`src/rtl/swc_pkg.sv`:
```
package swc_pkg;

   typedef enum logic [1:0] {
      PM_RUN    = 2'd0,
      PM_NAP    = 2'd1,
      PM_DEEP   = 2'd2,
      PM_SETTLE = 2'd3
   } pm_state_t;

   localparam int SEL_W = 3;
   localparam int CNT_W = 17;

   // Terminal count (wait length minus one) for each settle-time code
   function automatic logic [CNT_W-1:0] settle_last(input logic [SEL_W-1:0] sel);
      logic [CNT_W:0] len;
      case (sel)
         3'd5:    len = 18'd1024;
         3'd6:    len = 18'd128;
         3'd7:    len = 18'd16;
         default: len = 18'd8192 << sel;
      endcase
      return len[CNT_W-1:0] - 1'b1;
   endfunction

endpackage

```
`src/rtl/swc_ctrl_reg.sv`:
```
module swc_ctrl_reg #(
   parameter int DATA_W   = 8,
   parameter int DEEP_BIT = 7,
   parameter int SEL_LSB  = 4,
   parameter int SEL_W    = swc_pkg::SEL_W
) (
   input  logic              clk,
   input  logic              rst_n,
   input  logic              we,
   input  logic [DATA_W-1:0] wdata,
   output logic [DATA_W-1:0] rdata,
   output logic              deep_sel,
   output logic [SEL_W-1:0]  wait_sel
);
   localparam int SEL_MSB = SEL_LSB + SEL_W - 1;

   if (DEEP_BIT >= DATA_W) begin : g_chk_deep
      $error("deep-select bit lies outside the register");
   end
   if (SEL_MSB >= DEEP_BIT) begin : g_chk_sel
      $error("settle field overlaps or passes the deep-select bit");
   end

   for (genvar b = 0; b < DATA_W; b++) begin : g_bit
      if (b == DEEP_BIT || (b >= SEL_LSB && b <= SEL_MSB)) begin : g_ff
         logic r;
         always_ff @(posedge clk or negedge rst_n) begin
            if (!rst_n)  r <= 1'b0;
            else if (we) r <= wdata[b];
         end
         assign rdata[b] = r;
      end else begin : g_rsv
         assign rdata[b] = 1'b0;
      end
   end

   assign deep_sel = rdata[DEEP_BIT];
   assign wait_sel = rdata[SEL_MSB:SEL_LSB];

   AST_REG_WRITE: assert property (@(posedge clk) disable iff (!rst_n)
      we |=> (deep_sel == $past(wdata[DEEP_BIT])) && (wait_sel == $past(wdata[SEL_MSB:SEL_LSB])));

endmodule

```
`src/rtl/swc_settle_cnt.sv`:
```
module swc_settle_cnt
   import swc_pkg::*;
#(
   parameter int C_W = swc_pkg::CNT_W,
   parameter int S_W = swc_pkg::SEL_W
) (
   input  logic           clk,
   input  logic           rst_n,
   input  logic           load,
   input  logic [S_W-1:0] sel_in,
   input  logic           start,
   input  logic           run,
   output logic           done
);
   if (C_W < swc_pkg::CNT_W) begin : g_chk_w
      $error("counter too narrow for the longest wait");
   end
   if (S_W != swc_pkg::SEL_W) begin : g_chk_s
      $error("settle field width must match the encoding");
   end

   logic [S_W-1:0] sel_q;
   logic [C_W-1:0] cnt;
   logic [C_W-1:0] last;

   assign last = C_W'(settle_last(sel_q));

   always_ff @(posedge clk or negedge rst_n) begin
      if (!rst_n) begin
         sel_q <= '0;
         cnt   <= '0;
      end else begin
         if (load) sel_q <= sel_in;
         if (start)    cnt <= '0;
         else if (run) cnt <= cnt + 1'b1;
      end
   end

   assign done = run && (cnt == last);

   AST_SEL_HELD: assert property (@(posedge clk) disable iff (!rst_n)
      (run && $past(run)) |-> $stable(sel_q));
   AST_NO_OVERFLOW: assert property (@(posedge clk) disable iff (!rst_n)
      run |-> (cnt <= last));

endmodule

```
`src/rtl/swc_mode_fsm.sv`:
```
module swc_mode_fsm
   import swc_pkg::*;
(
   input  logic      clk,
   input  logic      rst_n,
   input  logic      sleep_req,
   input  logic      wake_irq,
   input  logic      deep_sel,
   input  logic      cnt_done,
   output pm_state_t state,
   output logic      enter_deep,
   output logic      wake_deep
);
   pm_state_t nxt;

   assign enter_deep = (state == PM_RUN) && sleep_req && deep_sel;
   assign wake_deep  = (state == PM_DEEP) && wake_irq;

   always_comb begin
      nxt = state;
      case (state)
         PM_RUN:    if (sleep_req) nxt = deep_sel ? PM_DEEP : PM_NAP;
         PM_NAP:    if (wake_irq)  nxt = PM_RUN;
         PM_DEEP:   if (wake_irq)  nxt = PM_SETTLE;
         PM_SETTLE: if (cnt_done)  nxt = PM_RUN;
         default:   nxt = PM_RUN;
      endcase
   end

   always_ff @(posedge clk or negedge rst_n) begin
      if (!rst_n) state <= PM_RUN;
      else        state <= nxt;
   end

   AST_NAP_WAKE: assert property (@(posedge clk) disable iff (!rst_n)
      (state == PM_NAP && wake_irq) |=> (state == PM_RUN));
   AST_DEEP_WAKE: assert property (@(posedge clk) disable iff (!rst_n)
      (state == PM_DEEP && wake_irq) |=> (state == PM_SETTLE));
   AST_NAP_HOLD: assert property (@(posedge clk) disable iff (!rst_n)
      (state == PM_NAP && !wake_irq) |=> (state == PM_NAP));
   AST_DEEP_HOLD: assert property (@(posedge clk) disable iff (!rst_n)
      (state == PM_DEEP && !wake_irq) |=> (state == PM_DEEP));

endmodule

```
`src/rtl/stby_wake_ctrl.sv`:
```
module stby_wake_ctrl
   import swc_pkg::*;
#(
   parameter int DATA_W   = 8,
   parameter int DEEP_BIT = 7,
   parameter int SEL_LSB  = 4
) (
   input  logic              clk,
   input  logic              rst_n,
   input  logic              cfg_we,
   input  logic [DATA_W-1:0] cfg_wdata,
   output logic [DATA_W-1:0] cfg_rdata,
   input  logic              sleep_req,
   input  logic              wake_irq,
   output logic              in_sleep,
   output logic              in_standby,
   output logic              in_settle,
   output logic              run_en
);
   logic             deep_sel;
   logic [SEL_W-1:0] wait_sel;
   logic             enter_deep;
   logic             wake_deep;
   logic             cnt_done;
   pm_state_t        state;

   swc_ctrl_reg #(
      .DATA_W(DATA_W), .DEEP_BIT(DEEP_BIT), .SEL_LSB(SEL_LSB), .SEL_W(SEL_W)
   ) u_reg (
      .clk(clk), .rst_n(rst_n), .we(cfg_we), .wdata(cfg_wdata),
      .rdata(cfg_rdata), .deep_sel(deep_sel), .wait_sel(wait_sel)
   );

   swc_mode_fsm u_fsm (
      .clk(clk), .rst_n(rst_n), .sleep_req(sleep_req), .wake_irq(wake_irq),
      .deep_sel(deep_sel), .cnt_done(cnt_done), .state(state),
      .enter_deep(enter_deep), .wake_deep(wake_deep)
   );

   swc_settle_cnt #(.C_W(CNT_W), .S_W(SEL_W)) u_cnt (
      .clk(clk), .rst_n(rst_n), .load(enter_deep), .sel_in(wait_sel),
      .start(wake_deep), .run(state == PM_SETTLE), .done(cnt_done)
   );

   assign run_en     = (state == PM_RUN);
   assign in_sleep   = (state == PM_NAP);
   assign in_standby = (state == PM_DEEP);
   assign in_settle  = (state == PM_SETTLE);

   AST_ONE_MODE: assert property (@(posedge clk) disable iff (!rst_n)
      $countones({run_en, in_sleep, in_standby, in_settle}) == 1);
   AST_RUN_HELD: assert property (@(posedge clk) disable iff (!rst_n)
      (run_en && !sleep_req) |=> run_en);
   AST_SLEEP_ENTRY: assert property (@(posedge clk) disable iff (!rst_n)
      (run_en && sleep_req && !deep_sel) |=> in_sleep);
   AST_STANDBY_ENTRY: assert property (@(posedge clk) disable iff (!rst_n)
      (run_en && sleep_req && deep_sel) |=> in_standby);

endmodule

```
`config.mk`:
```
export PLATFORM = sky130hd
export DESIGN_NAME = stby_wake_ctrl
export DESIGN_NICKNAME = d
export VERILOG_FILES = /design/src/rtl/swc_pkg.sv /design/src/rtl/swc_ctrl_reg.sv /design/src/rtl/swc_settle_cnt.sv /design/src/rtl/swc_mode_fsm.sv /design/src/rtl/stby_wake_ctrl.sv
export SDC_FILE = /design/constraint.sdc
export NUM_CORES = 1
export LEC_CHECK = 0
export ABC_AREA = 1
export BUFFER_PORTS_ARGS = -buffer_cell sky130_fd_sc_hd__buf_2
export CAP_MARGIN = 20
export CORE_MARGIN = 4
export CORE_UTILIZATION = 55
export CTS_CLUSTER_DIAMETER = 40
export DETAILED_ROUTE_END_ITERATION = 8
export GPL_TIMING_DRIVEN = 0
export PLACE_DENSITY_LB_ADDON = 0.25
export SKIP_LAST_GASP = 1
export SLEW_MARGIN = 20
export SYNTH_ARGS = -nofsm -noshare
export SYNTH_HDL_FRONTEND = slang
export SYNTH_SLANG_ARGS = --single-unit
```
`constraint.sdc`:
```
create_clock -name clk -period 2.7 [get_ports clk]
set_input_delay 0.27 -clock clk [delete_from_list [all_inputs] [get_ports clk]]
set_output_delay 0.27 -clock clk [all_outputs]
set_load 0.02 [all_outputs]
```
Yosys cells after proc, flatten, opt, wreduce, memory -nomap -nowiden
Index checks and enable logic that the tools add are counted.

operators by class
  reductions and logical operators = 7
  muxes and demuxes = 9
  add/subtract/negate cells = 2
  equal/unequal tests = 11
  shift operators = 1

operators with widths
  kind                     number
  $pmux W17 S3             1
  $mux W17                 2
  $add A17 B1 Y17 const B  1
  $eq A17 B17 Y1           1
  $shl A14 B3 Y17 const A  1
  $sub A17 B1 Y17 const B  1
  $mux W2                  5
  $eq A3 B3 Y1 const B     3
  $ne A2 B2 Y1 const B     4
  $pmux W2 S4              1
  $eq A2 B2 Y1 const B     2
  $logic_and A1 B1 Y1      4
  $reduce_and A4 Y1        1
  $eq A2 B1 Y1 const B     1
  $logic_not A2 Y1         1
  $reduce_bool A2 Y1       1

storage, ports and cells
  word-level logic and storage cells = 37
  bits in registers = 26
  bits of input ports = 13

Depth between registers and ports, before layout
  depth after elaboration = 7
  depth in mapped cells = 18
  mapped depth without buffers = 18

Cells and area by module
Synthesis repeated with hierarchy kept, for this count alone.

unflattened totals
  cell total of the unflattened synthesis = 266
  area total of the unflattened synthesis = 1,841.8 um^2

by module, submodules not included
  module          times used  cells each  area each (um^2)
  swc_settle_cnt  1           209         1,415.1
  swc_ctrl_reg    1           29          235.2
  swc_mode_fsm    1           21          165.2
  stby_wake_ctrl  1           7           26.3

Worst setup path after synthesis
OpenSTA, ideal clock, no wires.

  path type = register to register
  start = reg u_cnt.sel_q[1]
  end = reg u_fsm.state[0]
  period minus slack after synthesis = 1.914 ns
  stages on the path, launching flop included = 17
  setup time = 0.117 ns
  slack = 0.786 ns
  arrival time = 1.797 ns
  cells stage by stage = dfrtp_1 > nand2_2 > nor2_1 > inv_1 > ha_1 > ha_1 > inv_1 > nand2_1 > nand3_1 > nor2_1 > nand2_1 > nor2_1 > nand3_1 > nand2_2 > nand2_1 > nand2_1 > nand2_1

on the way
  word-level cells in the longest chain between the ends = 7
  elaborated cells on any way between the ends = 10
  those cells by class = 1 x add/sub; 5 x eq/ne; 1 x shift; 1 x mux; 2 x reduce/logical

ends and longest elaborated chain
  what                                             RTL line                      text
  start, declared                                  swc_settle_cnt.sv:22          logic [S_W-1:0] sel_q;
  start signal, assigned                           swc_settle_cnt.sv:33          if (load) sel_q <= sel_in;
  $shl A14 B3 Y17 or $eq A3 B3 Y1 (tied branches)  swc_pkg.sv:20, swc_pkg.sv:16
  $pmux W17 S3 *                                   swc_pkg.sv:16                 case (sel)
  $sub A17 B1 Y17 *                                swc_pkg.sv:22                 return len[CNT_W-1:0] - 1'b1;
  $eq A17 B17 Y1 *                                 swc_settle_cnt.sv:39          assign done = run && (cnt == last);
  $logic_and A1 B1 Y1 *                            swc_settle_cnt.sv:39
  $ne A2 B2 Y1 (no source line) *                  --
  $reduce_and A4 Y1 (no source line) *             --
  end signal, assigned                             swc_mode_fsm.sv:32            else state <= nxt;
  end, declared                                    swc_mode_fsm.sv:10            output pm_state_t state,

Every way passes the cells marked *; elsewhere a longest branch is shown, timed or not.
A chain may end at the register's enable or synchronous reset.

Final worst setup path
Same ends and word-level chain as after synthesis.

==> impl_summary.log <==
INFO  metric maxClockFrequency = 430 MHz
INFO  metric wirelength = ~3100 um
INFO  metric timing.final.crit_share = 86.2%
INFO  metric depth_of_the_worst_register_to_register_path = 16
INFO  metric routed_via_density = 5.11
INFO  metric insertedDiodeCount = 0
INFO  metric tritoncts_clock_tree = yes
INFO  metric cts.sinks = 26
INFO  metric setup.worst_path.end_class = register
INFO  metric post-cts-setup-buffers = 0
INFO  metric vdd.ir_drop.worst = 0.535 mV
INFO  metric grt_remaining_overflow = 0
INFO  metric worst_hold_slack = 0.147 ns
INFO  metric final_layout_size_suffix_gt1_share = 17.1%
INFO  metric synth.distinct_cells = 30
INFO  metric setup_violations = 0
INFO  metric netlist.top_cell.by_area = sky130_fd_sc_hd__dfrtp_1
INFO  metric placementRows = 19
INFO  metric grt_max_degree = 27
INFO  metric layout.nets = 270
INFO  metric synth-edff-count = 0
INFO  metric setup.worst_path.end = u_fsm.state[0]$_DFFE_PN0P_
INFO  metric setup_repair_after_global_routing_missed_its_margin = no
INFO  metric synth_seq_cells = 26
INFO  metric areaGrowthSynthToFinish = 9.91%
INFO  metric final-hold-violation-count = 0
INFO  metric clk_transition_reported_paths = around 0.12 ns
INFO  metric drtPass1Iterations = 4
INFO  metric grt_first_pass_wirelength = 5730 um
INFO  metric drt_first_iter_violations = 84
INFO  metric grt_use_total = 17.6%
INFO  metric portBuffers = 16
INFO  metric regToRegSetupSlack = roughly 0.37 ns
INFO  metric wl_per_cell = 11.1 um
INFO  metric coreArea = 0.00281 mm^2
INFO  metric insertion_delay = 0.31 ns
INFO  metric die-area = 0.00392 mm^2
INFO  metric clock-skew-final = 0.00151 ns
INFO  metric vias_in_the_first_global_route = 1355
INFO  metric netlist_instances = roughly 230
INFO  metric floorplan.die.width = 62.6 um
INFO  metric powerDensity = 715 mW/mm^2
INFO  metric syn_area_per_cell = 7.17 um^2
INFO  metric worst-setup-path-type = register to register
INFO  metric floorplan.die.height = 62.6 um
INFO  metric critical_path.reg2reg.startpoint = u_cnt.sel_q[1]$_DFFE_PN0P_
INFO  metric drv_cap = 0
INFO  metric worst_slew_margin_rel = between 60% and 70%
INFO  metric floorplan.initialDensity = 58.5%
INFO  metric cts-htree-levels = 1
INFO  metric cts.hold.buffers_added = 1
INFO  metric worstMarginPinSlew = roughly 0.59 ns
INFO  metric clockRootBuffer = sky130_fd_sc_hd__clkbuf_4
INFO  metric ys.flop_type = sky130_fd_sc_hd__dfrtp_1
INFO  metric synth_async_sr_flop_share = 100%
INFO  metric holdCritPathClass = input port to register
INFO  metric design.portCount = 25
INFO  metric finalWorstPathRequiredPeriod = about 2.3 ns
INFO  metric ys_seq_area_share = ~40%
INFO  metric yosys.area.top_type_share = 39.6%
INFO  metric data_required_time_at_the_worst_endpoint = 2.92 ns
INFO  metric postLayoutCellArea = 0.00180 mm^2
INFO  metric leakagePower = 0.000919 uW
INFO  metric crit_fanout = 6
INFO  metric synth_area_leaders = sky130_fd_sc_hd__dfrtp_1 (40%), sky130_fd_sc_hd__nand2_1 (13%), sky130_fd_sc_hd__inv_1 (8.0%)
INFO  metric worstSetupStartpointType = register
INFO  metric slew_violations = 0
INFO  metric numCtsBuffers = 3
INFO  metric r2r-end = u_fsm.state[0]$_DFFE_PN0P_
INFO  metric cts_buffer_depth = 2
INFO  metric totalNegativeSetupSlack = 0 ns
INFO  metric fill_cells = between 200 and 300
INFO  metric synth_warnings = 0
INFO  metric worst-endpoint-arrival = 2.55 ns
INFO  metric run_status = finished, final reports clean
INFO  metric critical_path.startpoint = u_cnt.sel_q[1]$_DFFE_PN0P_
INFO  metric grt_antenna_before_repair = 0
INFO  metric gp_congestion = between 0.8 and 0.9
INFO  metric syn-cell-area = 0.00164 mm^2
INFO  metric placedInstanceArea = 0.00177 mm^2
INFO  metric detailed_place_hpwl = 2470 um
INFO  metric postRouteAntennaNets = 0
INFO  metric vias = roughly 1400
INFO  metric detail_route.drc_violations = 0
INFO  metric post_cts_resize_count = 0
==> cell usage after synthesis (3+ instances only) <==
cell / n
sky130_fd_sc_hd__nand2_2: 5
sky130_fd_sc_hd__a21oi_1: 9
sky130_fd_sc_hd__nand4_1: 3
sky130_fd_sc_hd__o21ai_1: 3
sky130_fd_sc_hd__inv_1: 35
sky130_fd_sc_hd__dfrtp_1: 26
sky130_fd_sc_hd__nand3_1: 20
sky130_fd_sc_hd__o21ai_0: 20
sky130_fd_sc_hd__buf_4: 8
sky130_fd_sc_hd__nand2_1: 58
sky130_fd_sc_hd__ha_1: 3
sky130_fd_sc_hd__nor2_1: 17
sky130_fd_sc_hd__nor2_2: 3
==> power breakdown <==
| group | total (uW) | switching (uW) | leakage (uW) | internal (uW) |
|---|---|---|---|---|
| registers | 530 | 74.1 | 0.000343 | 456 |
| clock network | 157 | 104 | 0.0000138 | 52.2 |
| logic | 604 | 385 | 0.000562 | 218 |
| total | 1290 | 564 | 0.000919 | 727 |
==> worst max-delay path, stage by stage, from the launching register on <==
cell,delay (ns)
sky130_fd_sc_hd__dfrtp_1,0.49
sky130_fd_sc_hd__nand2_2,0.10
sky130_fd_sc_hd__nor2_1,0.15
sky130_fd_sc_hd__inv_1,0.08
sky130_fd_sc_hd__ha_1,0.24
sky130_fd_sc_hd__ha_1,0.30
sky130_fd_sc_hd__inv_1,0.05
sky130_fd_sc_hd__nand2_1,0.06
sky130_fd_sc_hd__nand3_1,0.07
sky130_fd_sc_hd__nor2_1,0.15
sky130_fd_sc_hd__nand2_1,0.06
sky130_fd_sc_hd__nor2_1,0.11
sky130_fd_sc_hd__nand3_1,0.12
sky130_fd_sc_hd__nand2_2,0.10
sky130_fd_sc_hd__nand2_1,0.06
sky130_fd_sc_hd__nand2_1,0.05
sky130_fd_sc_hd__nand2_1,0.04
==> layout make-up <==
class / count / area (um^2) / share of cell area (%)
Timing Repair Buffer: 17 / 90.1 / 4.99
Tap cell: 31 / 38.8 / 2.15
Buffer: 10 / 78.8 / 4.37
Sequential cell: 26 / 651 / 36.1
Multi-Input combinational cell: 160 / 788 / 43.7
Clock buffer: 3 / 22.5 / 1.25
Inverter: 36 / 135 / 7.49
==> worst min-delay path by stage <==
stage,startpoint,end,slack [ns],cells past startpoint
global route,cfg_wdata[6],u_reg.g_bit[6].g_ff.r$_DFFE_PN0P_,0.13,3
global placement,rst_n,u_reg.g_bit[5].g_ff.r$_DFFE_PN0P_,0.30,1
CTS,cfg_wdata[6],u_reg.g_bit[6].g_ff.r$_DFFE_PN0P_,0.14,3
detailed placement,rst_n,u_reg.g_bit[5].g_ff.r$_DFFE_PN0P_,0.30,1
finish,cfg_wdata[6],u_reg.g_bit[6].g_ff.r$_DFFE_PN0P_,0.15,3
floorplan,rst_n,u_cnt.cnt[0]$_DFFE_PN0P_,-0.03,0
==> metal layers <==
metal / share of wire [%] / track usage (%) / vias up
met5: 0 / 0 / -
met4: 1.7 / 7.99 / 0
met3: 3.5 / 3.60 / 4
met2: 47 / 29.0 / 24
met1: 47 / 22.2 / 650
li1: - / - / 768
==> cells by family (layout without fill, tap and decap cells) <==
group / after synthesis / in the layout / synth area share [%]
buf+inv: 46 / 66 / 13.0
simple gates: 113 / 113 / 30.8
xor+xnor: 1 / 1 / 0.534
compound gates: 37 / 37 / 12.2
mux: 2 / 2 / 1.30
other cells: 1 / 4 / 0.228
flops: 26 / 26 / 39.6
fa+ha+maj: 3 / 3 / 2.29
==> sequential cells by signal, summed over array words and instances, names as in the netlist <==
register,cells
u_cnt.cnt,17
u_cnt.sel_q,3
u_reg.g_bit.g_ff.r,3
u_fsm.state,2
u_reg.deep_sel,1
==> cell usage in the layout, fill, tap and decap left out, types with 2 or more instances in the layout <==
cell and count:
sky130_fd_sc_hd__clkbuf_4 3, sky130_fd_sc_hd__nor2_1 17, sky130_fd_sc_hd__o21ai_0 20, sky130_fd_sc_hd__conb_1 4, sky130_fd_sc_hd__inv_1 35, sky130_fd_sc_hd__buf_4 8, sky130_fd_sc_hd__o21ai_1 3, sky130_fd_sc_hd__dfrtp_1 26
sky130_fd_sc_hd__nor2_4 2, sky130_fd_sc_hd__nand2_1 58, sky130_fd_sc_hd__nor2_2 3, sky130_fd_sc_hd__nand3_1 20, sky130_fd_sc_hd__a21oi_1 9, sky130_fd_sc_hd__nor3_1 2, sky130_fd_sc_hd__nand2_2 5, sky130_fd_sc_hd__buf_2 17
sky130_fd_sc_hd__nand4_1 3, sky130_fd_sc_hd__ha_1 3
==> per-stage QoR <==
stage / instances / setup WS (ns) / power (uW) / utilization [%]
final: 283 / 0.372 / 1290 / 64.3
after CTS: 283 / 0.358 / 1300 / 64.3
after global routing: 283 / 0.196 / 1420 / 64.3
after global placement: 279 / 0.424 / 1120 / 63.2
after detailed placement: 279 / 0.378 / 1140 / 63.2
after floorplan: 232 / 0.786 / 992 / -
No activity file was read; power rests on OpenSTA's default activity.
